`config.mk`:
```
export PLATFORM = sky130hd
export DESIGN_NAME = oled_pwrup_seq
export DESIGN_NICKNAME = d
export VERILOG_FILES = /design/src/rtl/oled_seq_pkg.sv /design/src/rtl/oled_delay_timer.sv /design/src/rtl/oled_cmd_rom.sv /design/src/rtl/oled_pwrup_seq.sv
export SDC_FILE = /design/constraint.sdc
export NUM_CORES = 1
export LEC_CHECK = 0
export BUFFER_PORTS_ARGS = -buffer_cell sky130_fd_sc_hd__buf_2
export CAP_MARGIN = 20
export CELL_PAD_IN_SITES_DETAIL_PLACEMENT = 1
export CELL_PAD_IN_SITES_GLOBAL_PLACEMENT = 2
export CORE_ASPECT_RATIO = 2
export CORE_MARGIN = 5
export CORE_UTILIZATION = 36
export DETAILED_ROUTE_END_ITERATION = 8
export PLACE_DENSITY = 0.86
export SETUP_SLACK_MARGIN = 0.1
export SLEW_MARGIN = 15
export SYNTH_ARGS = -nofsm -noshare
export SYNTH_HDL_FRONTEND = slang
export SYNTH_SLANG_ARGS = --single-unit
```
`constraint.sdc`:
```
create_clock -name clk -period 2.5 [get_ports clk]
set_input_delay 0.25 -clock clk [delete_from_list [all_inputs] [get_ports clk]]
set_output_delay 0.25 -clock clk [all_outputs]
set_load 0.1 [all_outputs]
```
`src/rtl/oled_seq_pkg.sv`:
```
package oled_seq_pkg;

    typedef enum logic [2:0] {
        ST_IDLE,
        ST_RST_LOW,
        ST_CS_ON,
        ST_SEND,
        ST_DRAIN,
        ST_WAKE_HOLD
    } seq_state_t;

    typedef enum logic [1:0] {
        OP_INIT,
        OP_SLEEP,
        OP_WAKE
    } seq_op_t;

    localparam int INIT_LEN = 26;
    localparam logic [7:0] CMD_DISP_OFF = 8'hAE;
    localparam logic [7:0] CMD_DISP_ON  = 8'hAF;

    // Configuration list; pump_arg is the byte following the pump command
    function automatic logic [7:0] init_byte(input logic [4:0] idx, input logic [7:0] pump_arg);
        logic [7:0] b;
        unique case (idx)
            5'd0:  b = CMD_DISP_OFF;
            5'd1:  b = 8'hD5;
            5'd2:  b = 8'h80;
            5'd3:  b = 8'hA8;
            5'd4:  b = 8'h1F;
            5'd5:  b = 8'hD3;
            5'd6:  b = 8'h00;
            5'd7:  b = 8'h40;
            5'd8:  b = 8'h8D;
            5'd9:  b = pump_arg;
            5'd10: b = 8'h20;
            5'd11: b = 8'h02;
            5'd12: b = 8'hA1;
            5'd13: b = 8'hC8;
            5'd14: b = 8'hDA;
            5'd15: b = 8'h02;
            5'd16: b = 8'h81;
            5'd17: b = 8'hCF;
            5'd18: b = 8'hD9;
            5'd19: b = 8'hF1;
            5'd20: b = 8'hDB;
            5'd21: b = 8'h40;
            5'd22: b = 8'h2E;
            5'd23: b = 8'hA4;
            5'd24: b = 8'hA6;
            5'd25: b = CMD_DISP_ON;
            default: b = 8'h00;
        endcase
        return b;
    endfunction

endpackage

```
`src/rtl/oled_delay_timer.sv`:
```
module oled_delay_timer #(
    parameter int W = 16
) (
    input  logic         clk,
    input  logic         rst_ni,
    input  logic         load,
    input  logic [W-1:0] load_val,
    output logic         zero
);
    logic [W-1:0] cnt_q;

    always_ff @(posedge clk or negedge rst_ni) begin
        if (!rst_ni) begin
            cnt_q <= '0;
        end else if (load) begin
            cnt_q <= load_val;
        end else if (cnt_q != '0) begin
            cnt_q <= cnt_q - 1'b1;
        end
    end

    assign zero = (cnt_q == '0);
endmodule

```
`src/rtl/oled_cmd_rom.sv`:
```
module oled_cmd_rom
    import oled_seq_pkg::*;
#(
    parameter bit PUMP_ON = 1'b1,
    parameter int IDX_W   = 5
) (
    input  seq_op_t          op,
    input  logic [IDX_W-1:0] idx,
    output logic [7:0]       cmd,
    output logic             last
);
    localparam logic [7:0] PUMP_ARG = PUMP_ON ? 8'h14 : 8'h10;

    logic [4:0] idx5;
    assign idx5 = 5'(idx);

    always_comb begin
        unique case (op)
            OP_SLEEP: begin
                cmd  = CMD_DISP_OFF;
                last = 1'b1;
            end
            OP_WAKE: begin
                cmd  = CMD_DISP_ON;
                last = 1'b1;
            end
            default: begin
                cmd  = init_byte(idx5, PUMP_ARG);
                last = (idx5 == 5'(INIT_LEN - 1));
            end
        endcase
    end
endmodule

```
`src/rtl/oled_pwrup_seq.sv`:
```
module oled_pwrup_seq
    import oled_seq_pkg::*;
#(
    parameter int CYC_PER_MS = 50000,
    parameter int RST_LOW_MS = 18,
    parameter int WAKE_MS    = 50,
    parameter bit PUMP_ON    = 1'b1
) (
    input  logic       clk,
    input  logic       rst_ni,
    input  logic       start,
    input  logic       sleep_on,
    input  logic       sleep_off,
    input  logic       tx_ready,
    output logic [7:0] tx_byte,
    output logic       tx_valid,
    output logic       dc,
    output logic       cs_n,
    output logic       oled_rst_n,
    output logic       busy,
    output logic       done
);
    localparam int RST_CYC  = RST_LOW_MS * CYC_PER_MS;
    localparam int WAKE_CYC = WAKE_MS * CYC_PER_MS;
    localparam int MAX_CYC  = (RST_CYC > WAKE_CYC) ? RST_CYC : WAKE_CYC;
    localparam int TMR_W    = $clog2(MAX_CYC + 1);
    localparam int IDX_W    = $clog2(INIT_LEN);

    seq_state_t       state_q, state_d;
    seq_op_t          op_q, op_d;
    logic [IDX_W-1:0] idx_q, idx_d;
    logic             done_q, done_d;
    logic             tmr_load, tmr_zero;
    logic [TMR_W-1:0] tmr_val;
    logic [7:0]       rom_cmd;
    logic             rom_last;

    oled_delay_timer #(.W(TMR_W)) i_timer (
        .clk      (clk),
        .rst_ni   (rst_ni),
        .load     (tmr_load),
        .load_val (tmr_val),
        .zero     (tmr_zero)
    );

    oled_cmd_rom #(.PUMP_ON(PUMP_ON), .IDX_W(IDX_W)) i_rom (
        .op   (op_q),
        .idx  (idx_q),
        .cmd  (rom_cmd),
        .last (rom_last)
    );

    // State register
    always_ff @(posedge clk or negedge rst_ni) begin
        if (!rst_ni) begin
            state_q <= ST_IDLE;
            op_q    <= OP_INIT;
            idx_q   <= '0;
            done_q  <= 1'b0;
        end else begin
            state_q <= state_d;
            op_q    <= op_d;
            idx_q   <= idx_d;
            done_q  <= done_d;
        end
    end

    // Next-state logic
    always_comb begin
        state_d  = state_q;
        op_d     = op_q;
        idx_d    = idx_q;
        done_d   = done_q;
        tmr_load = 1'b0;
        tmr_val  = '0;
        unique case (state_q)
            ST_IDLE: begin
                if (start) begin
                    op_d     = OP_INIT;
                    idx_d    = '0;
                    done_d   = 1'b0;
                    tmr_load = 1'b1;
                    tmr_val  = TMR_W'(RST_CYC - 1);
                    state_d  = ST_RST_LOW;
                end else if (sleep_on) begin
                    op_d    = OP_SLEEP;
                    idx_d   = '0;
                    state_d = ST_CS_ON;
                end else if (sleep_off) begin
                    op_d    = OP_WAKE;
                    idx_d   = '0;
                    state_d = ST_CS_ON;
                end
            end
            ST_RST_LOW: begin
                if (tmr_zero) state_d = ST_CS_ON;
            end
            ST_CS_ON: begin
                state_d = ST_SEND;
            end
            ST_SEND: begin
                if (tx_ready) begin
                    if (rom_last) state_d = ST_DRAIN;
                    else          idx_d   = idx_q + 1'b1;
                end
            end
            ST_DRAIN: begin
                if (tx_ready) begin
                    if (op_q == OP_WAKE) begin
                        tmr_load = 1'b1;
                        tmr_val  = TMR_W'(WAKE_CYC - 1);
                        state_d  = ST_WAKE_HOLD;
                    end else begin
                        if (op_q == OP_INIT) done_d = 1'b1;
                        state_d = ST_IDLE;
                    end
                end
            end
            ST_WAKE_HOLD: begin
                if (tmr_zero) state_d = ST_IDLE;
            end
            default: state_d = ST_IDLE;
        endcase
    end

    // Outputs
    always_comb begin
        tx_byte    = rom_cmd;
        tx_valid   = 1'b0;
        dc         = 1'b0;
        cs_n       = 1'b1;
        oled_rst_n = 1'b1;
        busy       = 1'b1;
        done       = done_q;
        unique case (state_q)
            ST_IDLE:      busy = 1'b0;
            ST_RST_LOW:   oled_rst_n = 1'b0;
            ST_CS_ON:     cs_n = 1'b0;
            ST_SEND: begin
                cs_n     = 1'b0;
                tx_valid = 1'b1;
            end
            ST_DRAIN:     cs_n = 1'b0;
            ST_WAKE_HOLD: cs_n = 1'b0;
            default:      busy = 1'b1;
        endcase
    end
endmodule

```
==> results.json <==
{
  "required_ns": 2.25,
  "area_growth_pct": 26.7,
  "busiest_layer": "met2",
  "p_total_w": 0.00124,
  "worst_clock_skew_ns": 0.00275,
  "gr-usage-all-layers_pct": 18.3,
  "power_density_nw_per_um2": 425,
  "place.gp.congestion": 0.846,
  "synth.net_count": 285,
  "globalRouteMet2Util_pct": 35.9,
  "yosysUniqueCellTypes": 60,
  "timing.final.crit_share_pct": 94.7,
  "period_minus_slack_ns": 2.37,
  "rsz0062_at_grt": "true",
  "port_buffers": 18,
  "ys_seq_area_share_pct": 36.0,
  "grt_pass1_wl_mm": 11.4,
  "avgViaCountPerCell": 5.54,
  "r2r-start": "i_timer.cnt_q[0]$_DFFE_PN0P_",
  "status": "completed",
  "final_nets": 312,
  "async_flop_share_pct": 100,
  "grt_pass1_vias": 2293,
  "routed_wl_mm": 6.83,
  "initial_core_util_pct": 36.6,
  "setup_viol": 0,
  "cts_buffer_depth": 2,
  "synth_top_cell_area_share_pct": 36.0,
  "h-tree-depth": 2,
  "synthFlopType": "dfrtp_1",
  "post-route-util_pct": 46.4,
  "synth_commonest_cells": "33 x dfrtp_1, 30 x nand2_1, 21 x o21ai_0",
  "die_h_um": 123,
  "cts_tree": "built",
  "die_w_um": 66.4,
  "crit_slowest_cell": "dfrtp_1",
  "grt_util_met3_pct": 2.84,
  "synth_area_per_cell_um2": 8.46,
  "final.fill_count": 756,
  "clk_pin_slew_ns": 0.05,
  "antenna_found_initial": 0,
  "clkLatencyLatePin_ns": 0.28,
  "worstHoldPathType": "input port to async pin",
  "syn-cell-area_um2": 2290,
  "r2r_cells": 7,
  "drt_first_pass_iters": 4,
  "synth_area_leaders": "dfrtp_1 36%, nand2_1 4.9%, o21ai_0 4.6%",
  "slowest_delay_ns": 0.39,
  "vdd_drop_max_v": 0.000238,
  "cp_cell_sequence": "buf_4 > ha_2 > mux2_2 > a221oi_2 > nor2_1 > a211o_1 > buf_12",
  "slew_headroom_pct": 46.5,
  "numCtsBuffers": 5,
  "die_area_um2": 8160,
  "ys_ff_latch": 33,
  "regToRegSetupSlack_ns": 0.30,
  "drive_gt1_share_pct": 23.7,
  "critPathMaxFanout": 11,
  "start_kind": "flop",
  "max_freq_mhz": 422,
  "numClockSinks": 33,
  "dp_hpwl_mm": 5.18,
  "ant_nets": 0,
  "critical_path.top_delay_family": "compound AO/OA/AOI/OAI gates",
  "drt-initial-drc-count": 64,
  "ctsHoldBuffers": 0,
  "num_antenna_cells": 0,
  "num_rows": 41,
  "grt_max_degree": 34,
  "io_pins": 20,
  "p_leak_nw": 1.15,
  "vias": 2132,
  "core_area_um2": 6260,
  "hold_viol_final": 0,
  "dpl_cell_area_um2": 2690,
  "use_met1_pct": 17.6,
  "critPathBufInv": 2,
  "synth.most_common_cell": "dfrtp_1",
  "path_class": "flop to primary output",
  "hold_ws_ns": 0.0595,
  "rr_endpoint": "i_timer.cnt_q[20]$_DFFE_PN0P_",
  "drc_errors": 0,
  "worst_pin_slew_ns": 0.803,
  "cts_root_buf": "clkbuf_16",
  "ys_warn_count": 0,
  "synth_edf_count": 0,
  "cp.arrival_ns": 2.12,
  "cp-end-kind": "primary output",
  "maxCapViolCount": 0,
  "fin_tns_setup_ns": 0,
  "synth_cells": 271,
  "yosysTopAreaCell": "dfrtp_1",
  "wire_per_inst_um": 17.7,
  "finish.instance_area_um2": 2900,
  "finalMaxSlewViolations": 0,
  "grt_overflow": 0
}
report_power, final:
part | total [W] | switching (W) | internal (W)
registers | 0.000536 | 0.000000502 | 0.000535
logic | 0.0000485 | 0.0000360 | 0.0000125
clock network | 0.000652 | 0.000230 | 0.000421
total | 0.00124 | 0.000267 | 0.000969
repair_timing:
| item | in CTS | in global routing |
|---|---|---|
| endpoints found under the hold margin | 0 | 0 |
| gates cloned | 0 | 0 |
| pin swaps | 0 | 0 |
| resized for setup | 7 | 6 |
| buffers inserted | 2 | 0 |
| endpoints found under the setup margin | 4 | 5 |
kinds of logic after synthesis:
| group | Yosys count | synth area share [%] |
|---|---|---|
| and+or+nand+nor | 101 | 24.2 |
| AOI/OAI and AO/OA | 74 | 20.9 |
| DFF | 33 | 36.0 |
| buffers and inverters | 32 | 5.73 |
| xor gates and xnor gates | 19 | 7.26 |
| adders and majority gates | 8 | 4.37 |
| muxes | 3 | 1.36 |
| other | 1 | 0.164 |
worst max-delay path by stage:
stage | depth (start not counted) | endpoint | slack, ns | start
floorplan | 7 | tx_byte[3] | 0.11 | idx_q[1]$_DFFE_PN0P_
global placement | 7 | tx_byte[0] | 0.21 | idx_q[0]$_DFFE_PN0P_
detailed placement | 8 | tx_byte[0] | 0.17 | idx_q[0]$_DFFE_PN0P_
CTS | 8 | tx_byte[0] | 0.09 | idx_q[1]$_DFFE_PN0P_
global route | 7 | tx_byte[3] | 0.06 | idx_q[1]$_DFFE_PN0P_
finish | 7 | tx_byte[3] | 0.13 | idx_q[1]$_DFFE_PN0P_
cells in the final DEF (no fill, tap or decap), types with 3 or more instances in the layout:
cell	count
xnor2_1	10
ha_1	6
nor2_1	18
xor2_1	9
clkbuf_16	5
nand3_1	6
nor2_4	3
dfrtp_1	30
buf_12	6
o21ai_1	7
o31ai_1	3
buf_2	10
a21oi_1	10
nor3_1	10
inv_1	15
dfrtp_2	3
o21a_1	3
nor4_1	6
nand2_1	30
o21ai_0	20
or4_1	4
buf_4	17
o211ai_1	6
sequential cells by signal, indices dropped and copies added (netlist names):
name,flops
state_q,3
i_timer.cnt_q,22
op_q,2
done,1
idx_q,5
final cells by class:
| class | instances | area, um^2 | share of cell area (%) |
|---|---|---|---|
| sequential | 33 | 830 | 28.6 |
| clock inverter | 1 | 5.00 | 0.172 |
| timing repair buffer | 34 | 305 | 10.5 |
| tap | 86 | 108 | 3.71 |
| multi-input combinational | 206 | 1430 | 49.2 |
| inverter | 18 | 75.1 | 2.59 |
| clock buffer | 7 | 153 | 5.26 |
stage by stage:
step | instances | setup WS [ns]
2_1_floorplan | 271 | 0.106
3_3_place_gp | 375 | 0.206
3_5_place_dp | 375 | 0.168
4_1_cts | 385 | 0.0911
5_1_grt | 385 | 0.0648
6_report | 385 | 0.133
layer usage:
| metal | wire length (um) | share of wire, % | vias to the layer above |
|---|---|---|---|
| li1 | - | - | 1021 |
| met1 | 2450 | 36 | 1071 |
| met2 | 3990 | 58 | 25 |
| met3 | 131 | 1.9 | 15 |
| met4 | 254 | 3.7 | 0 |
| met5 | 0 | 0 | - |
No activity file was read; power rests on OpenSTA's default activity.
